===== config.mk =====
export PLATFORM = sky130hd
export DESIGN_NAME = wdt_cascade
export DESIGN_NICKNAME = d
export VERILOG_FILES = /design/src/rtl/wdt_pkg.sv /design/src/rtl/wdt_down_cnt.sv /design/src/rtl/wdt_ctrl.sv /design/src/rtl/wdt_cascade.sv
export SDC_FILE = /design/constraint.sdc
export NUM_CORES = 1
export LEC_CHECK = 0
export BUFFER_PORTS_ARGS = -buffer_cell sky130_fd_sc_hd__buf_2
export CORE_UTILIZATION = 45
export CTS_CLUSTER_DIAMETER = 120
export DETAILED_ROUTE_END_ITERATION = 6
export GPL_ROUTABILITY_DRIVEN = 0
export PLACE_DENSITY_LB_ADDON = 0.05
export SKIP_LAST_GASP = 1
export SYNTH_ARGS = -nofsm -noshare
export SYNTH_HDL_FRONTEND = slang
export SYNTH_HIERARCHICAL = 1
export SYNTH_SLANG_ARGS = --single-unit

===== constraint.sdc =====
create_clock -name clk_i -period 3.7 [get_ports clk_i]
set_clock_uncertainty 0.2 [all_clocks]
set_input_delay 1.11 -clock clk_i [delete_from_list [all_inputs] [get_ports clk_i]]
set_output_delay 1.11 -clock clk_i [all_outputs]
set_load 0.02 [all_outputs]

===== src/rtl/wdt_pkg.sv =====
package wdt_pkg;
  localparam int LO_W_DEF  = 8;
  localparam int HI_W_DEF  = 6;
  localparam int SRC_BIT   = HI_W_DEF + 1;
  localparam int DIS_BIT   = HI_W_DEF;
endpackage


===== src/rtl/wdt_down_cnt.sv =====
module wdt_down_cnt #(
  parameter int W = 8
) (
  input  logic         clk_i,
  input  logic         rst_ni,
  input  logic         load_i,
  input  logic         dec_i,
  output logic [W-1:0] cnt_o,
  output logic         wrap_o
);
  logic [W-1:0] cnt_q;

  always_ff @(posedge clk_i or negedge rst_ni) begin
    if (!rst_ni)     cnt_q <= '1;
    else if (load_i) cnt_q <= '1;
    else if (dec_i)  cnt_q <= cnt_q - 1'b1;
  end

  assign cnt_o  = cnt_q;
  assign wrap_o = dec_i && (cnt_q == '0);


  load_preset_chk: assert property (@(posedge clk_i) disable iff (!rst_ni)
    load_i |=> (cnt_o == {W{1'b1}}));


  hold_idle_chk: assert property (@(posedge clk_i) disable iff (!rst_ni)
    (!load_i && !dec_i) |=> $stable(cnt_o));
endmodule


===== src/rtl/wdt_ctrl.sv =====
module wdt_ctrl (
  input  logic clk_i,
  input  logic rst_ni,
  input  logic wr_i,
  input  logic wr_src_i,
  input  logic wr_dis_i,
  input  logic evt_i,
  output logic run_o,
  output logic src_o,
  output logic dis_o,
  output logic req_o
);
  logic run_q, src_q, dis_q, req_q;

  always_ff @(posedge clk_i or negedge rst_ni) begin
    if (!rst_ni) begin
      run_q <= 1'b0;
      src_q <= 1'b0;
      dis_q <= 1'b0;
      req_q <= 1'b0;
    end else if (evt_i) begin
      // self reset: same state as after rst_ni
      run_q <= 1'b0;
      src_q <= 1'b0;
      dis_q <= 1'b0;
      req_q <= 1'b1;
    end else begin
      req_q <= 1'b0;
      if (wr_i) begin
        run_q <= 1'b1;
        src_q <= wr_src_i;
        dis_q <= dis_q | wr_dis_i;
      end
    end
  end

  assign run_o = run_q;
  assign src_o = src_q;
  assign dis_o = dis_q;
  assign req_o = req_q;


  dis_sticky_chk: assert property (@(posedge clk_i) disable iff (!rst_ni)
    (dis_o && !evt_i) |=> dis_o);


  req_pulse_chk: assert property (@(posedge clk_i) disable iff (!rst_ni)
    req_o |=> !req_o);


  req_state_chk: assert property (@(posedge clk_i) disable iff (!rst_ni)
    req_o |-> (!run_o && !src_o && !dis_o));


  idle_start_chk: assert property (@(posedge clk_i) disable iff (!rst_ni)
    (!run_o && !wr_i) |=> !run_o);
endmodule


===== src/rtl/wdt_cascade.sv =====
module wdt_cascade
  import wdt_pkg::*;
#(
  parameter int  LO_W  = LO_W_DEF,
  parameter int  HI_W  = HI_W_DEF,
  localparam int REG_W = HI_W + 2
) (
  input  logic             clk_i,
  input  logic             rst_ni,
  input  logic             tick_i,
  input  logic             wr_en_i,
  input  logic [REG_W-1:0] wr_data_i,
  output logic [REG_W-1:0] rd_data_o,
  input  logic             stop_i,
  output logic             rst_req_o
);
  localparam int SRC_POS = HI_W + 1;
  localparam int DIS_POS = HI_W;

  logic            run, src, dis;
  logic            cnt_en, lo_dec, lo_wrap, hi_dec, hi_wrap;
  logic            stop_trap, evt, load;
  logic [LO_W-1:0] lo_cnt;
  logic [HI_W-1:0] hi_cnt;

  // write outranks counting on the same cycle
  assign cnt_en    = tick_i && run && !wr_en_i;
  assign lo_dec    = cnt_en && !src;
  assign hi_dec    = cnt_en && (src || lo_wrap);
  assign stop_trap = stop_i && dis;
  assign evt       = hi_wrap || stop_trap;
  assign load      = wr_en_i || evt;

  wdt_down_cnt #(.W(LO_W)) i_lo (
    .clk_i  (clk_i),
    .rst_ni (rst_ni),
    .load_i (load),
    .dec_i  (lo_dec),
    .cnt_o  (lo_cnt),
    .wrap_o (lo_wrap)
  );

  wdt_down_cnt #(.W(HI_W)) i_hi (
    .clk_i  (clk_i),
    .rst_ni (rst_ni),
    .load_i (load),
    .dec_i  (hi_dec),
    .cnt_o  (hi_cnt),
    .wrap_o (hi_wrap)
  );

  wdt_ctrl i_ctrl (
    .clk_i    (clk_i),
    .rst_ni   (rst_ni),
    .wr_i     (wr_en_i),
    .wr_src_i (wr_data_i[SRC_POS]),
    .wr_dis_i (wr_data_i[DIS_POS]),
    .evt_i    (evt),
    .run_o    (run),
    .src_o    (src),
    .dis_o    (dis),
    .req_o    (rst_req_o)
  );

  assign rd_data_o = {src, dis, hi_cnt};


  direct_step_chk: assert property (@(posedge clk_i) disable iff (!rst_ni)
    (run && src && tick_i && !wr_en_i && !stop_trap && hi_cnt != '0)
      |=> (hi_cnt == $past(hi_cnt) - 1'b1));


  chain_hold_chk: assert property (@(posedge clk_i) disable iff (!rst_ni)
    (run && !src && !wr_en_i && !stop_trap && lo_cnt != '0) |=> $stable(hi_cnt));


  stop_trap_chk: assert property (@(posedge clk_i) disable iff (!rst_ni)
    stop_trap |=> rst_req_o);


  wr_prio_chk: assert property (@(posedge clk_i) disable iff (!rst_ni)
    (wr_en_i && !stop_trap) |=> (hi_cnt == {HI_W{1'b1}} && lo_cnt == {LO_W{1'b1}} && !rst_req_o));
endmodule


==> flow_summary.json, run 1 <==
{
  "status": "completed",
  "firstDrtPassIters": 2,
  "dieArea_um2": 2290,
  "die_y_um": 47.9,
  "ys_seq_area_share_pct": 49.4,
  "wl_met3_um": 44,
  "synth_top_area_share_pct": 38.8,
  "synth_most_common_cell": "dfstp_2",
  "cts_root_buffer": "clkbuf_4",
  "synth_area_per_cell_um2": 10.4,
  "slowest_delay_ns": 0.48,
  "worstHoldStart": "i_lo/cnt_o[2]$_DFFE_PN1P_",
  "yosysTopAreaCell": "dfstp_2",
  "fin_ws_ns": 0.523,
  "period_needed_ns": 3.18,
  "wl_per_cell_um": 11.7,
  "vias_per_cell": 4.96,
  "clock.fmax_ghz": 0.315,
  "wirelength_um": 1590,
  "powerDensity_nw_per_um2": 359,
  "portBuffers": 15,
  "grt_pass1_wl_um": 2630,
  "finalMaxSlewViolations": 0,
  "crit_required_ns": 3.72,
  "pin_count": 22,
  "rows": 16,
  "syn_nets": 108,
  "route.vias.total": 674,
  "critPathTopFamily": "simple AND/OR/NAND/NOR gates",
  "maxCapViolCount": 0,
  "finalPower_uw": 390,
  "die_w_um": 47.9,
  "rsz0062_at_grt": "false",
  "clock_sinks": 18,
  "critPathArrivalTime_ns": 3.20,
  "cp-end-kind": "flop",
  "cts_resized": 0,
  "syn_inst": 91,
  "hpwl_um": 1150,
  "cts_hold_buf": 0,
  "dp_slack_ns": 0.208,
  "clk_pin_slew_ns": 0.10,
  "p_leak_nw": 0.469,
  "max_slew.worst_pin.slew_ns": 0.397,
  "finalNetCount": 127,
  "area_growth_pct": 14.8,
  "grt_pass1_vias": 611,
  "ant_nets": 0,
  "dr_wl_met2_um": 790,
  "grtUsageTotal_pct": 16.7,
  "drt-initial-drc-count": 7,
  "cts_buffers": 3,
  "synth_edf_count": 0,
  "diodes": 0,
  "post-route-util_pct": 55.4,
  "netlist_area_um2": 947,
  "yosys-top-cells-area": "dfstp_2 (39%), dfrtp_1 (11%), ha_1 (5.3%), nand2b_1 (4.6%), xnor2_1 (3.7%)",
  "coreArea_um2": 1960,
  "ys_seq_elements": 18,
  "cp_num_buf_inv": 1,
  "hold_path_class": "reg -> reg",
  "cts_tree": "yes",
  "cts_setup_buffers": 0,
  "ys.warnings.count": 6,
  "drive_gt1_share_pct": 33.9,
  "ys_async_sr_fraction_pct": 100,
  "crit_fanout": 5,
  "grt_overflow": 0,
  "clk-insertion-delay-late_ns": 0.29,
  "cp-start-kind": "input pin",
  "setup.worst_path.start": "wr_en_i",
  "cp_common_cell": "nor2_1",
  "hold_viol": 0,
  "final_area_um2": 1090,
  "drc": 0,
  "ys_top_cells_by_count": "dfstp_2 (14), nor2_1 (8), nand2b_1 (7)",
  "grt_max_degree": 19,
  "start_util_pct": 48.3,
  "met1_length_um": 748,
  "worst_path_max_delay_cell": "or4bb_1",
  "layout_worst_path_cycle_share_pct": 85.9,
  "critPathKind": "in -> reg",
  "placed_area_um2": 1050,
  "antenna_found_initial": 0,
  "clk_path_buf_depth": 2,
  "finalSetupViolCount": 0,
  "top_layer": "met4",
  "relSlewSlack_pct": 73.5,
  "crit_chain": "buf_2 > nand3b_1 > nor2_1 > or4bb_1 > nor2_1 > nor2_1 > nor2_1 > or3b_1 > o21ai_1 > or3b_1",
  "synth_ff_type": "dfstp_2",
  "h-tree-depth": 1,
  "vdd_ir_drop_max_mv": 0.210,
  "r2r-start": "i_lo/cnt_o[0]$_DFFE_PN1P_",
  "synthDistinctLibCells": 32,
  "timing.setup.tns_ns": 0
}
==> layout make-up <==
class / count / area [um^2]
Clock buffer: 4 / 36.3
Fill cell: 206 / 875
Inverter: 4 / 15.0
Multi-Input combinational cell: 65 / 437
Sequential cell: 18 / 468
Tap cell: 27 / 33.8
Timing Repair Buffer: 18 / 97.6
==> registers in the layout, summed over array words and instances, names as in the netlist <==
signal	count
i_lo/cnt_o	8
i_hi/cnt_o	6
i_ctrl/dis_o	1
i_ctrl/req_o	1
i_ctrl/run_o	1
i_ctrl/src_o	1
==> kinds of logic after synthesis <==
group                      share of synthesized area [%]
and+or+nand+nor                                     28.1
adders and majority gates                           5.28
xor gates and xnor gates                            4.62
buffers and inverters                               4.49
AOI/OAI and AO/OA                                   7.00
muxes                                               1.06
DFF                                                 49.4
==> worst reg2reg max path, delay by kind of cell, from the launching register on <==
family                     cells  cell delay, ns
and+or+nand+nor                8            1.30
buffers and inverters          1            0.06
DFF                            1            0.56
AOI/OAI and AO/OA              1            0.16
adders and majority gates      1            0.18
==> stage by stage <==
stage / hold slack (ns) / instances
final: 0.308 / 136
after global routing: 0.358 / 136
after CTS: 0.312 / 136
after detailed placement: 0.296 / 132
after global placement: 0.278 / 132
after floorplan: 0.260 / 91
==> routing by layer <==
layer | vias up | global-route usage [%]
met4 | 0 | 6.67
met2 | 10 | 27.6
li1 | 353 | -
met3 | 2 | 3.40
met1 | 309 | 21.2
met5 | - | 0
==> cell usage in the layout, fill, tap and decap left out, types with 2 or more instances in the layout <==
master,count
or3_1,4
dfstp_2,14
buf_4,3
ha_1,4
o21ai_0,4
dfrtp_1,4
nor2_1,8
nand3b_1,3
a21oi_1,2
nor3_1,5
nand2b_1,7
xnor2_1,4
nand2_1,5
buf_2,15
or3b_1,3
inv_1,4
clkbuf_4,3
==> power by group <==
| group | switching [mW] | leakage [nW] | internal [mW] |
|---|---|---|---|
| sequential | 0.00656 | 0.196 | 0.209 |
| combinational | 0.0319 | 0.253 | 0.0231 |
| clock | 0.0603 | 0.0210 | 0.0599 |
| total | 0.0987 | 0.469 | 0.292 |
==> final timing paths <==
path                                        endpoint  slack (ns)  cells past startpoint
max                        i_hi/cnt_o[5]$_DFFE_PN1P_        0.52                     10
min                        i_lo/cnt_o[2]$_DFFE_PN1P_        0.31                      2
max reg2reg                i_lo/cnt_o[6]$_DFFE_PN1P_        1.16                     11
min reg2reg                i_lo/cnt_o[2]$_DFFE_PN1P_        0.31                      2
max in group asynchronous  i_hi/cnt_o[3]$_DFFE_PN1P_        2.45                      1
min in group asynchronous     i_ctrl/req_o$_DFF_PN0_        0.53                      1
Note: power is estimated with default switching activity, not from simulation.
==> run 2, diff against run 1 <==
Settings changed: RECOVER_POWER set to 50.
==> run 2 against run 1 <==
Combinational power shrank 3%. First-iteration DRC count is the same. Clock power is essentially flat. Final cell count is the same. Design area shrank 0.57%. Largest cell class unchanged. Largest power group unchanged. Highest routed layer unchanged.
==> flow_summary.json, run 2 (same netlist as run 1, synthesis figures left out) <==
{
  "finalNonFillerCells": 136,
  "reg2reg_depth": 11,
  "pin_count": 22,
  "rows": 16,
  "finalMaxSlewViolations": 0,
  "die_y_um": 47.9,
  "crit_required_ns": 3.72,
  "dp_cells": 132,
  "ant_nets": 0,
  "period_needed_ns": 3.18,
  "diodes": 0,
  "drc": 0,
  "hold_viol": 0,
  "grt_pass1_vias": 611,
  "portBuffers": 15,
  "whs_endpoint": "i_lo/cnt_o[2]$_DFFE_PN1P_",
  "finalSetupViolCount": 0,
  "grt_max_degree": 19,
  "p_leak_nw": 0.455,
  "drt-initial-drc-count": 7,
  "critPathKind": "in -> reg",
  "hold_path_class": "reg -> reg",
  "clock_sinks": 18,
  "wirelength_um": 1600,
  "status": "completed",
  "grt_overflow": 0,
  "critPathArrivalTime_ns": 3.20,
  "vias_per_cell": 4.94,
  "clock.fmax_ghz": 0.315,
  "layout_worst_path_cycle_share_pct": 85.9,
  "clk_path_buf_depth": 2,
  "cts_resized": 0,
  "area_growth_pct": 14.1,
  "r2r-end": "i_lo/cnt_o[6]$_DFFE_PN1P_",
  "largest_reg_flops": 8,
  "placed_area_um2": 1050,
  "h-tree-depth": 1,
  "timing.setup.tns_ns": 0,
  "cp-end-kind": "flop",
  "coreArea_um2": 1960,
  "drive_gt1_share_pct": 29.4,
  "finalNetCount": 127,
  "relSlewSlack_pct": 37.1,
  "holdPathStages": 2,
  "start_util_pct": 48.3,
  "firstDrtPassIters": 2,
  "rsz0062_at_grt": "false",
  "maxCapViolCount": 0,
  "clk-insertion-delay-late_ns": 0.29,
  "cts_buffers": 3,
  "r2r-start": "i_lo/cnt_o[0]$_DFFE_PN1P_",
  "cts_tree": "yes",
  "hpwl_um": 1150,
  "cts_root_buffer": "clkbuf_4",
  "route.vias.total": 672,
  "die_w_um": 47.9,
  "wl_per_cell_um": 11.7,
  "vdd_ir_drop_max_mv": 0.209,
  "cp-start-kind": "input pin",
  "cts_hold_buf": 0,
  "crit_fanout": 5,
  "multiInputGateArea_um2": 437,
  "worstHoldStart": "i_lo/cnt_o[2]$_DFFE_PN1P_",
  "antenna_found_initial": 0,
  "register_area_um2": 468,
  "post-route-util_pct": 55.1,
  "grt_pass1_wl_um": 2630,
  "max_slew.worst_pin.slew_ns": 0.944,
  "finalPower_uw": 389,
  "num-fill-cells": 208,
  "ff2ff_setup_slack_ns": 1.16,
  "final_area_um2": 1080,
  "cts_setup_buffers": 0,
  "powerDensity_nw_per_um2": 360,
  "dieArea_um2": 2290,
  "grtUsageTotal_pct": 16.7,
  "layout_common_cells": "dfstp_2 (14), buf_2 (10), nor2_1 (8)",
  "clk_pin_slew_ns": 0.10,
  "final_common_cell": "dfstp_2"
}
==> run 2: changes by cell type in the layout (fill, tap and decap cells not counted), sizes merged <==
cell	previous run	this run
buf	18	13
clkbuf	4	9
==> run 2: worst max-delay path, stage by stage <==
cell	delay [ns]
buf_2	0.13
nand3b_1	0.18
nor2_1	0.15
or4bb_1	0.48
nor2_1	0.10
nor2_1	0.05
nor2_1	0.16
or3b_1	0.38
o21ai_1	0.12
or3b_1	0.35
==> run 2: power by group <==
part / switching (mW) / internal [mW] / total, mW
logic: 0.0319 / 0.0212 / 0.0531
clock network: 0.0603 / 0.0599 / 0.120
registers: 0.00679 / 0.209 / 0.216
==> run 2: area by class of cell <==
type,instances,area share [%]
well taps,27,3.12
repair buffers,18,8.45
multi-input cells,65,40.4
clock buffers,4,3.36
inverters,4,1.39
flip-flops and latches,18,43.3
==> run 2: worst max path at each step <==
stage | start | endpoint | slack [ns] | depth (start not counted)
after floorplan | wr_en_i | i_hi/cnt_o[5]$_DFFE_PN1P_ | 0.25 | 10
after global placement | wr_en_i | i_lo/cnt_o[6]$_DFFE_PN1P_ | 0.17 | 12
after detailed placement | wr_en_i | i_hi/cnt_o[5]$_DFFE_PN1P_ | 0.21 | 10
after CTS | wr_en_i | i_lo/cnt_o[6]$_DFFE_PN1P_ | 0.52 | 12
after global routing | wr_en_i | i_lo/cnt_o[7]$_DFFE_PN1P_ | 0.32 | 12
final | wr_en_i | i_hi/cnt_o[5]$_DFFE_PN1P_ | 0.52 | 10
==> run 2: routing by layer <==
layer	vias up	part of all wire (%)	track usage [%]
met2	10	49	27.6
met5	-	0	0
met4	0	0.56	6.67
met3	2	2.9	3.40
met1	307	47	21.2
li1	353	-	-
==> run 2: through the flow <==
stage	worst slack [ns]	hold WS, ns
5_1_grt	0.316	0.358
3_5_place_dp	0.208	0.296
2_1_floorplan	0.251	0.260
6_report	0.523	0.308
3_3_place_gp	0.168	0.278
4_1_cts	0.515	0.312
